==> config.mk <==
export PLATFORM = sky130hd
export DESIGN_NAME = multi_die_tap
export DESIGN_NICKNAME = d
export VERILOG_FILES = /design/src/rtl/jtag_chain_pkg.sv /design/src/rtl/tap_fsm.sv /design/src/rtl/tap_die.sv /design/src/rtl/multi_die_tap.sv
export SDC_FILE = /design/constraint.sdc
export NUM_CORES = 1
export LEC_CHECK = 0
export BUFFER_PORTS_ARGS = -buffer_cell sky130_fd_sc_hd__clkbuf_2
export CAP_MARGIN = 20
export CORE_MARGIN = 10
export CORE_UTILIZATION = 42
export CTS_BUF_LIST = sky130_fd_sc_hd__clkbuf_4 sky130_fd_sc_hd__clkbuf_8
export DETAILED_ROUTE_END_ITERATION = 10
export GPL_ROUTABILITY_DRIVEN = 0
export HOLD_SLACK_MARGIN = 0.02
export SLEW_MARGIN = 20
export SYNTH_ARGS = -nofsm -noshare
export SYNTH_HDL_FRONTEND = slang
export SYNTH_SLANG_ARGS = --single-unit
==> constraint.sdc <==
create_clock -name tck -period 3.7 [get_ports tck]
set_input_delay 0.37 -clock tck [delete_from_list [all_inputs] [get_ports tck]]
set_output_delay 0.37 -clock tck [all_outputs]
set_load 0.02 [all_outputs]
==> src/rtl/jtag_chain_pkg.sv <==
package jtag_chain_pkg;

    localparam int IR_W    = 4;
    localparam int ID_W    = 32;
    localparam int ID_LO_W = ID_W - 4;

    localparam logic [IR_W-1:0] IR_CAPTURE = 4'b0001;
    localparam logic [IR_W-1:0] IR_IDCODE  = 4'b0010;
    localparam logic [IR_W-1:0] IR_BYPASS  = 4'b1111;

    typedef enum logic [3:0] {
        TS_RESET, TS_IDLE,
        TS_SEL_DR, TS_CAP_DR, TS_SH_DR, TS_EX1_DR, TS_PAU_DR, TS_EX2_DR, TS_UPD_DR,
        TS_SEL_IR, TS_CAP_IR, TS_SH_IR, TS_EX1_IR, TS_PAU_IR, TS_EX2_IR, TS_UPD_IR
    } tap_state_e;

    typedef enum logic {
        DR_BYPASS,
        DR_IDENT
    } dr_sel_e;

    typedef struct packed {
        logic [IR_W-1:0] shift;
        logic [IR_W-1:0] active;
    } ir_regs_t;

    function automatic tap_state_e tap_next(tap_state_e s, logic m);
        case (s)
            TS_RESET:  return m ? TS_RESET  : TS_IDLE;
            TS_IDLE:   return m ? TS_SEL_DR : TS_IDLE;
            TS_SEL_DR: return m ? TS_SEL_IR : TS_CAP_DR;
            TS_CAP_DR: return m ? TS_EX1_DR : TS_SH_DR;
            TS_SH_DR:  return m ? TS_EX1_DR : TS_SH_DR;
            TS_EX1_DR: return m ? TS_UPD_DR : TS_PAU_DR;
            TS_PAU_DR: return m ? TS_EX2_DR : TS_PAU_DR;
            TS_EX2_DR: return m ? TS_UPD_DR : TS_SH_DR;
            TS_UPD_DR: return m ? TS_SEL_DR : TS_IDLE;
            TS_SEL_IR: return m ? TS_RESET  : TS_CAP_IR;
            TS_CAP_IR: return m ? TS_EX1_IR : TS_SH_IR;
            TS_SH_IR:  return m ? TS_EX1_IR : TS_SH_IR;
            TS_EX1_IR: return m ? TS_UPD_IR : TS_PAU_IR;
            TS_PAU_IR: return m ? TS_EX2_IR : TS_PAU_IR;
            TS_EX2_IR: return m ? TS_UPD_IR : TS_SH_IR;
            TS_UPD_IR: return m ? TS_SEL_DR : TS_IDLE;
            default:   return TS_RESET;
        endcase
    endfunction

    function automatic logic in_shift(tap_state_e s);
        return (s == TS_SH_DR) || (s == TS_SH_IR);
    endfunction

    function automatic dr_sel_e decode_ir(logic [IR_W-1:0] code);
        return (code == IR_IDCODE) ? DR_IDENT : DR_BYPASS;
    endfunction

    function automatic logic [ID_W-1:0] die_ident(int unsigned idx, logic [ID_LO_W-1:0] low);
        return {4'(idx + 1), low} | ID_W'(1);
    endfunction

endpackage

==> src/rtl/tap_fsm.sv <==
module tap_fsm
    import jtag_chain_pkg::*;
(
    input  logic       tck,
    input  logic       trst,
    input  logic       tms,
    output tap_state_e state
);

    always_ff @(posedge tck) begin
        if (trst) begin
            state <= TS_RESET;
        end else begin
            state <= tap_next(state, tms);
        end
    end

endmodule

==> src/rtl/tap_die.sv <==
module tap_die
    import jtag_chain_pkg::*;
#(
    parameter int unsigned          DIE_IDX = 0,
    parameter logic [ID_LO_W-1:0]   ID_LOW  = 28'h4B26E1D
) (
    input  logic       tck,
    input  logic       trst,
    input  logic       tms,
    input  logic       tdi,
    output logic       tdo,
    output logic       tdo_oe,
    output tap_state_e state_o
);

    localparam logic [ID_W-1:0] ID_VALUE = die_ident(DIE_IDX, ID_LOW);

    tap_state_e      state;
    ir_regs_t        ir_q;
    logic            byp_q;
    logic [ID_W-1:0] id_q;
    dr_sel_e         sel;

    tap_fsm u_fsm (
        .tck   (tck),
        .trst  (trst),
        .tms   (tms),
        .state (state)
    );

    assign state_o = state;
    assign sel     = decode_ir(ir_q.active);

    // Register actions on the rising edge, keyed by the current state
    always_ff @(posedge tck) begin
        if (trst) begin
            ir_q.shift  <= IR_CAPTURE;
            ir_q.active <= IR_IDCODE;
            byp_q       <= 1'b0;
            id_q        <= '0;
        end else begin
            case (state)
                TS_RESET:  ir_q.active <= IR_IDCODE;
                TS_CAP_IR: ir_q.shift  <= IR_CAPTURE;
                TS_SH_IR:  ir_q.shift  <= {tdi, ir_q.shift[IR_W-1:1]};
                TS_UPD_IR: ir_q.active <= ir_q.shift;
                TS_CAP_DR: begin
                    if (sel == DR_IDENT) id_q  <= ID_VALUE;
                    else                 byp_q <= 1'b0;
                end
                TS_SH_DR: begin
                    if (sel == DR_IDENT) id_q  <= {tdi, id_q[ID_W-1:1]};
                    else                 byp_q <= tdi;
                end
                default: ;
            endcase
        end
    end

    // Serial output launched on the falling edge; held outside shift states
    always_ff @(negedge tck) begin
        if (trst) begin
            tdo    <= 1'b0;
            tdo_oe <= 1'b0;
        end else begin
            tdo_oe <= in_shift(state);
            if (state == TS_SH_IR) begin
                tdo <= ir_q.shift[0];
            end else if (state == TS_SH_DR) begin
                tdo <= (sel == DR_IDENT) ? id_q[0] : byp_q;
            end
        end
    end

endmodule

==> src/rtl/multi_die_tap.sv <==
module multi_die_tap
    import jtag_chain_pkg::*;
#(
    parameter int                 NUM_DIES = 4,
    parameter logic [ID_LO_W-1:0] ID_LOW   = 28'h4B26E1D
) (
    input  logic tck,
    input  logic trst,
    input  logic tms,
    input  logic tdi,
    output logic tdo,
    output logic tdo_oe
);

    localparam int ST_W = $bits(tap_state_e);

    logic [NUM_DIES:0]         link;
    logic [NUM_DIES-1:0]       oe_v;
    logic [NUM_DIES*ST_W-1:0]  st_vec;

    assign link[0] = tdi;

    generate
        for (genvar g = 0; g < NUM_DIES; g++) begin : g_die
            tap_state_e st;
            tap_die #(
                .DIE_IDX (g),
                .ID_LOW  (ID_LOW)
            ) u_die (
                .tck     (tck),
                .trst    (trst),
                .tms     (tms),
                .tdi     (link[g]),
                .tdo     (link[g+1]),
                .tdo_oe  (oe_v[g]),
                .state_o (st)
            );
            assign st_vec[g*ST_W +: ST_W] = st;
        end
    endgenerate

    assign tdo    = link[NUM_DIES];
    assign tdo_oe = &oe_v;

endmodule

# Word-level counts from Yosys, hierarchy flattened
# Index checks and enable logic that the tools add are counted.
word_totals:
  out_inout_bits: 2
  ff_bits: 188
classes:
  reduce_logical: 45
  muxes: 64
  n_eq_ne: 80
ops:
  columns: ["cell", "n"]
  rows:
  - ["2-to-1 mux 32 bit", 8]
  - ["one-hot mux 32 bit (2 select lines)", 4]
  - ["one-hot mux 4 bit (12 select lines)", 4]
  - ["== test 4 bit (second input constant)", 32]
  - ["== test 4 x 3 -> 1 bit (second input constant)", 16]
  - ["one-hot mux 4 bit (2 select lines)", 8]
  - ["== test 4 x 2 -> 1 bit (second input constant)", 12]
  - ["nonzero test 2 bit", 16]
  - ["2-to-1 mux 1 bit", 27]
  - ["AND reduction 3 bit", 8]
  - ["== test 4 x 1 -> 1 bit (second input constant)", 4]
  - ["logical NOT 4 bit", 4]
  - ["2-to-1 mux 4 bit", 4]
  - ["inequality test 2 x 1 -> 1 bit (second input constant)", 8]
  - ["inequality test 2 bit (second input constant)", 8]
  - ["OR reduction 2 bit", 8]
  - ["OR reduction 3 bit", 4]
  - ["one-hot mux 1 bit (2 select lines)", 4]
  - ["2-to-1 mux 2 bit", 3]
  - ["2-to-1 mux 3 bit", 2]
  - ["logical OR 1 bit", 4]
  - ["AND reduction 4 bit", 1]

# Depth between registers and ports, before layout
# Gate-level depths: netlist of run 1.
depth:
  word_depth: 5
  ltp_mapped: 7
  depth_no_buf: 4

# Modules after synthesis
# From an unflattened synthesis of run 1, not the netlist that was laid out.
hier_totals:
  hier_cells: 809
  hier_area_um2: 8037.7
by_module_without_submodules:
  columns: ["mod", "instances", "cells_each", "area_per_inst_um2"]
  rows:
  - ["tap_die at g_die[3].u_die", 1, 160, 1710.4]
  - ["tap_die at g_die[1].u_die", 1, 165, 1667.8]
  - ["tap_die at g_die[2].u_die", 1, 163, 1662.8]
  - ["tap_die at g_die[0].u_die", 1, 164, 1661.6]
  - ["tap_fsm", 4, 39, 331.6]
  - ["multi_die_tap", 1, 1, 8.8]

==> results of run 1 <==
## metal layers
layer	track usage (%)	vias to the layer above	part of all wire (%)
met5	0	-	0
met1	16.1	2833	48
met2	20.5	81	48
met3	3.22	12	3.3
li1	-	2865	-
met4	3.76	0	0.85
## synth_stat cells (4+ instances only)
master | n | area, um2
buf_2 | 16 | 80.1
nor4_1 | 5 | 31.3
nor4b_2 | 6 | 90.1
and3b_1 | 6 | 52.6
clkbuf_1 | 43 | 161
a31oi_1 | 5 | 31.3
a22o_1 | 5 | 43.8
nor2_1 | 130 | 488
buf_4 | 4 | 30.0
o221a_2 | 33 | 372
a311oi_1 | 6 | 52.6
dfxtp_1 | 188 | 3760
a21oi_1 | 35 | 175
o21ai_0 | 26 | 130
a22oi_1 | 73 | 548
a2111oi_0 | 4 | 35.0
nand2_1 | 44 | 165
and3_1 | 6 | 37.5
o211ai_1 | 9 | 67.6
inv_1 | 14 | 52.6
nor3_1 | 12 | 60.1
o22ai_1 | 31 | 194
a211oi_1 | 5 | 37.5
nand3_1 | 22 | 110
## power by group
group	switching (mW)	internal [mW]	total [mW]
sequential	0.0493	2.07	2.11
combinational	0.130	0.0826	0.212
clock	0.762	0.586	1.35
total	0.941	2.73	3.68
## flip-flops by register name (all words and copies together) (netlist names)
name and cells:
g_die.u_die.id_q 128, g_die.u_die.byp_q 4, g_die.u_die.u_fsm.state 16, g_die.u_die.tdo 4, g_die.u_die.ir_q 32, g_die.u_die.tdo_oe 4
## worst max-delay path, delay by kind of cell (launching register included)
family / cells / cell delay, ns
flops: 1 / 0.66
compound gates: 2 / 0.39
simple gates: 2 / 0.43
## metrics by stage
stage	instance area [um2]	power, mW	setup WS, ns	hold slack (ns)
after floorplan	7360	2.34	0.413	0.429
after global placement	7450	2.38	0.407	0.443
after detailed placement	7450	2.39	0.329	0.460
after CTS	7860	3.72	0.240	0.178
after global routing	7860	3.84	0.0913	0.196
final	7860	3.68	0.258	0.221
## final cells by class
cell class | count | share of cell area [%]
multi-input cells | 519 | 40.9
well taps | 225 | 3.58
clock inverters | 21 | 2.05
inverters | 13 | 0.621
clock buffers | 19 | 3.25
flip-flops and latches | 188 | 47.9
repair buffers | 19 | 1.69
## worst paths after layout
| kind | end | depth (start not counted) | slack, ns |
|---|---|---|---|
| worst max-delay path | g_die[3].u_die.tdo | 4 | 0.26 |
| worst min-delay path | g_die[0].u_die.byp_q | 3 | 0.22 |
| worst max register to register | g_die[3].u_die.tdo | 4 | 0.26 |
| worst min register to register | g_die[3].u_die.ir_q[1] | 2 | 0.48 |
## kinds of logic (layout without fill, tap and decap cells)
family | Yosys count | after routing | synth area share, %
simple gates | 265 | 265 | 18.0
buf+inv | 83 | 72 | 5.17
mux | 2 | 2 | 0.272
xor+xnor | 2 | 2 | 0.238
compound gates | 250 | 250 | 25.2
flops | 188 | 188 | 51.1
==> metrics.md, run 1 <==
| Metric | Value |
|---|---|
| Slew Limit Fails | 0 |
| Layout Nets | 770 |
| FFs w/ async S/R, synth | 0% |
| Clock Skews | ~0.017 ns |
| Largest net degree at the start of global routing | 48 |
| N_diodes | 0 |
| Crit path kind | reg2reg |
| CP endpoint kind | flip-flop |
| CTS Hold Bufs | 0 |
| TritonCTS Buffers | 17 |
| CTS sink cnt | roughly 190 |
| Clk slew on worst S/H paths | 0.10 ns |
| Die Span Y | 152 um |
| Fillers | ~1600 |
| Synth warn | 0 |
| Starting DRC count in detailed routing | between 300 and 400 |
| Initial core utilization | 42.7% |
| Worst-path cell chain | nand2_1, nor2_1, a32oi_1, a221oi_1 |
| HP Class | in2reg |
| Most frequent cells in the layout | 188 x dfxtp_1, 130 x nor2_1, 73 x a22oi_1 |
| Post-CTS setup buffer count | 0 |
| DR vias | 5791 |
| Worst setup SP type | flip-flop |
| Post-CTS resize count | 0 |
| GRT Overall Usage | 12.6% |
| Clock Root Buffer | clkbuf_8 |
| First-pass GRT wire length | roughly 26 mm |
| PD cells | 468 nW/um2 |
| WL/cell | 14.9 um |
| Main synth FF type | dfxtp_1 |
| Number of flops mapped to enable cells by yosys | 0 |
| Fin util | 45.6% |
| MaxCap Viol Count | 0 |
| Final WL | 15.0 mm |
| Clk_lat worst skew | about 0.46 ns |
| Mapped Area | between 7000 and 8000 um2 |
| DRC | 0 |
| Multi-input logic area | 3220 um2 |
| Hold wc startpoint | tdi |
| Syn nets | 794 |
| Actual slew at the worst max-slew pin | 0.725 ns |
| Syn Inst Count | 790 |
| Final hold violation count | 0 |
| Mean Syn Cell Area | between 9 and 10 um2 |
| Post-DR vias/cell | 5.77 |
| Number of distinct library cells after synthesis | 60 |
| Longest Clk Path Bufs | 2 |
| CP arrival | 1.94 ns |
| Placed cell count | a little under 1000 |
| IO Count | 6 |
| Sequential Area | 3760 um2 |
| CP max stage delay | 0.66 ns |
| Required time of the critical path | ~2.2 ns |
| Drt pass-1 iters | 8 |
| Critical path's slowest cell | dfxtp_1 |
| Die area | about 23000 um2 |
| Routed Antenna Nets | 0 |
| Vias in the first global route | 5403 |
| R2r startpoint | g_die[3].u_die.u_fsm.state[3] |
| Port bufs | 5 |
| Leakage | 2.76 nW |
| Sequential area share after synthesis | between 50% and 60% |
| #FFs+latches synth | 188 |
| Core ar. | 17200 um2 |
| Chip width | 152 um |
| CP Launch Point | g_die[3].u_die.u_fsm.state[3] |
| Rows | 48 |
| Outcome | finished, final reports clean |
| H-tree depth | 4 |
| Crit Path Max Fanout | 17 |
| Initial antenna violation count | 0 |
| Grt total ovfl | 0 |
| VDD IR max | between 0.2 and 0.3 mV |
| CTS tree | yes |
| Setup violations, final | 0 |
| Commonest non-fill, non-tap cell in the layout | dfxtp_1 |
| HPWL after DPL | 9.43 mm |
| Fin cells | 1004 |
| Slew margin rel. | roughly half |
| Unrepaired setup endpoints after global routing | false |
| Fraction of layout cells with a size suffix above 1 | about an eighth |
| Area Overhead vs Synth | 6.78% |
| Sum of negative setup slack | 0 ns |
No activity file was read; power rests on OpenSTA's default activity.
==> run 2: changes to the inputs <==
==> constraint.sdc (replaced) <==
create_clock -name tck -period 3.7 [get_ports tck]
set_input_delay 1.11 -clock tck [delete_from_list [all_inputs] [get_ports tck]]
set_output_delay 1.11 -clock tck [all_outputs]
set_load 0.02 [all_outputs]
==> metrics.md, run 2 (same netlist as run 1, synthesis figures left out) <==
| Metric | Value |
|---|---|
| Max FFs per register | 128 (unchanged) |
| Commonest non-fill, non-tap cell in the layout | dfxtp_1 |
| Hold Crit Endpoint | g_die[3].u_die.ir_q[1] |
| Starting DRC count in detailed routing | 368 (+7.0%) |
| Placed cell count | 971 (+0.62%) |
| Unrepaired setup endpoints after global routing | true |
| Port bufs | 5 (unchanged) |
| CP arrival | 2.98 ns (+1.04 ns) |
| DR vias | 5842 (+0.88%) |
| CTS sink cnt | 188 (unchanged) |
| Register with the most flip-flops | g_die.u_die.id_q |
| Leakage | 2.82 nW (+2.2%) |
| First-pass GRT wire length | 25.8 mm (+0.48%) |
| CP endpoint kind | output pin |
| Worst R2R Setup Slack | 0.31 ns (+0.05 ns) |
| Fin cells | 1012 (+0.80%) |
| IO Count | 6 (unchanged) |
| Layout Nets | 778 (+1.0%) |
| Actual slew at the worst max-slew pin | 0.695 ns (-0.0304 ns) |
| H-tree depth | 4 (unchanged) |
| Die area | 23200 um2 (unchanged) |
| PD cells | 469 nW/um2 (+0.39%) |
| Chip width | 152 um (unchanged) |
| Fraction of layout cells with a size suffix above 1 | 14.7% (+1.4 points) |
| Area Overhead vs Synth | 8.33% |
| Violated checks | negative setup slack |
| CTS tree | yes |
| Grt total ovfl | 0 (unchanged) |
| Die Span Y | 152 um (unchanged) |
| VDD IR max | 0.218 mV (-24%) |
| Clk_lat worst skew | 0.47 ns (about the same) |
| Routed Antenna Nets | 0 (unchanged) |
| MaxCap Viol Count | 0 (unchanged) |
| Largest registers | g_die.u_die.id_q (128), g_die.u_die.ir_q (32), g_die.u_die.u_fsm.state (16) |
| Final hold violation count | 0 (unchanged) |
| Total power | 3.74 mW (+1.8%) |
| Hold slack | 0.462 ns (+0.241 ns) |
| N_diodes | 0 (unchanged) |
| WL/cell | 14.8 um (-0.78%) |
| GRT Overall Usage | 12.8% (+0.13 points) |
| Most frequent cells in the layout | 185 x dfxtp_1, 130 x nor2_1, 73 x a22oi_1 |
| Fin util | 46.3% (+0.66 points) |
| Hold path cells | 2 (-1) |
| Slew Limit Fails | 0 (unchanged) |
| Outcome | finished with violations |
| Longest Clk Path Bufs | 2 (unchanged) |
| Crit path kind | reg2out |
| Slew margin rel. | 53.6% (+2.0 points) |
| Clk slew on worst S/H paths | 0.10 ns (about the same) |
| Largest net degree at the start of global routing | 44 (-8.3%) |
| Setup violations, final | 2 (+2) |
| R2r startpoint | g_die[3].u_die.u_fsm.state[1] |
| Crit Path Max Fanout | 1 (-16) |
| HPWL after DPL | 9.52 mm (+0.88%) |
| Vias in the first global route | 5492 (+1.6%) |
| CP Launch Point | g_die[2].u_die.tdo_oe |
| TritonCTS Buffers | 17 (unchanged) |
| Required time of the critical path | 2.59 ns (+0.39 ns) |
| Rows | 48 (unchanged) |
| Sum of negative setup slack | -0.572 ns (-0.572 ns) |
| Clock Root Buffer | clkbuf_8 |
| Hold wc startpoint | g_die[3].u_die.ir_q[1] |
| Final WL | 15.0 mm (about the same) |
| Drt pass-1 iters | 5 (-3) |
| Clock Skews | 0.0182 ns (+0.000993 ns) |
| Post-DR vias/cell | 5.77 (about the same) |
| Worst setup SP type | flip-flop |
| Initial antenna violation count | 0 (unchanged) |
| FF-to-FF path depth | 4 (unchanged) |
| Initial core utilization | 42.7% (unchanged) |
| FF-to-FF End | g_die[3].u_die.tdo |
| CTS Hold Bufs | 0 (unchanged) |
| Core ar. | 17200 um2 (unchanged) |
| DRC | 0 (unchanged) |
| Final worst slack | -0.392 ns (-0.650 ns) |
| HP Class | reg2reg |
run 2: area by class of cell:
| type | count | area (um2) |
|---|---|---|
| fillers | 1607 | 9260 |
| inverters | 13 | 48.8 |
| clock inverters | 23 | 210 |
| flip-flops and latches | 188 | 3770 |
| well taps | 225 | 282 |
| multi-input cells | 519 | 3220 |
| repair buffers | 27 | 213 |
| clock buffers | 17 | 234 |
run 2: worst max-delay path by stage:
stage	end	cells past startpoint
2_1_floorplan	g_die[3].u_die.tdo_oe	3
3_3_place_gp	tdo_oe	2
3_5_place_dp	tdo_oe	2
4_1_cts	tdo_oe	2
5_1_grt	tdo_oe	2
6_report	tdo_oe	2
run 2: timing repair:
action,CTS,global route
setup buffers,1,1
pin swaps,1,1
endpoints found under the setup margin,2,2
resized for setup,7,3
hold endpoints to repair,0,0
run 2: where the power goes:
group / total [mW] / switching (mW) / internal, mW / leakage, nW
registers: 2.11 / 0.0470 / 2.07 / 1.52
clock network: 1.40 / 0.819 / 0.584 / 0.249
logic: 0.227 / 0.136 / 0.0915 / 1.05
total: 3.74 / 1.00 / 2.74 / 2.82
run 2: worst max-delay path, cell delays in order (launching register included):
cell and delay (ns):
dfxtp_2 0.31, and4_4 0.25, buf_8 0.11
run 2: per-layer routing:
metal  vias up  routed length [um]  GRT usage [%]
met3        14                 469           3.19
met4         0                 169           4.63
met2        96                7160           20.6
li1       2894                   -              -
met1      2838                7170           16.1
met5         -                   0              0
run 2: through the flow:
step	worst slack (ns)	instance area, um2
floorplan	0.000420	7360
global placement	0.0300	7490
detailed placement	0.0358	7490
CTS	-0.440	7960
global route	-0.439	7970
finish	-0.392	7970
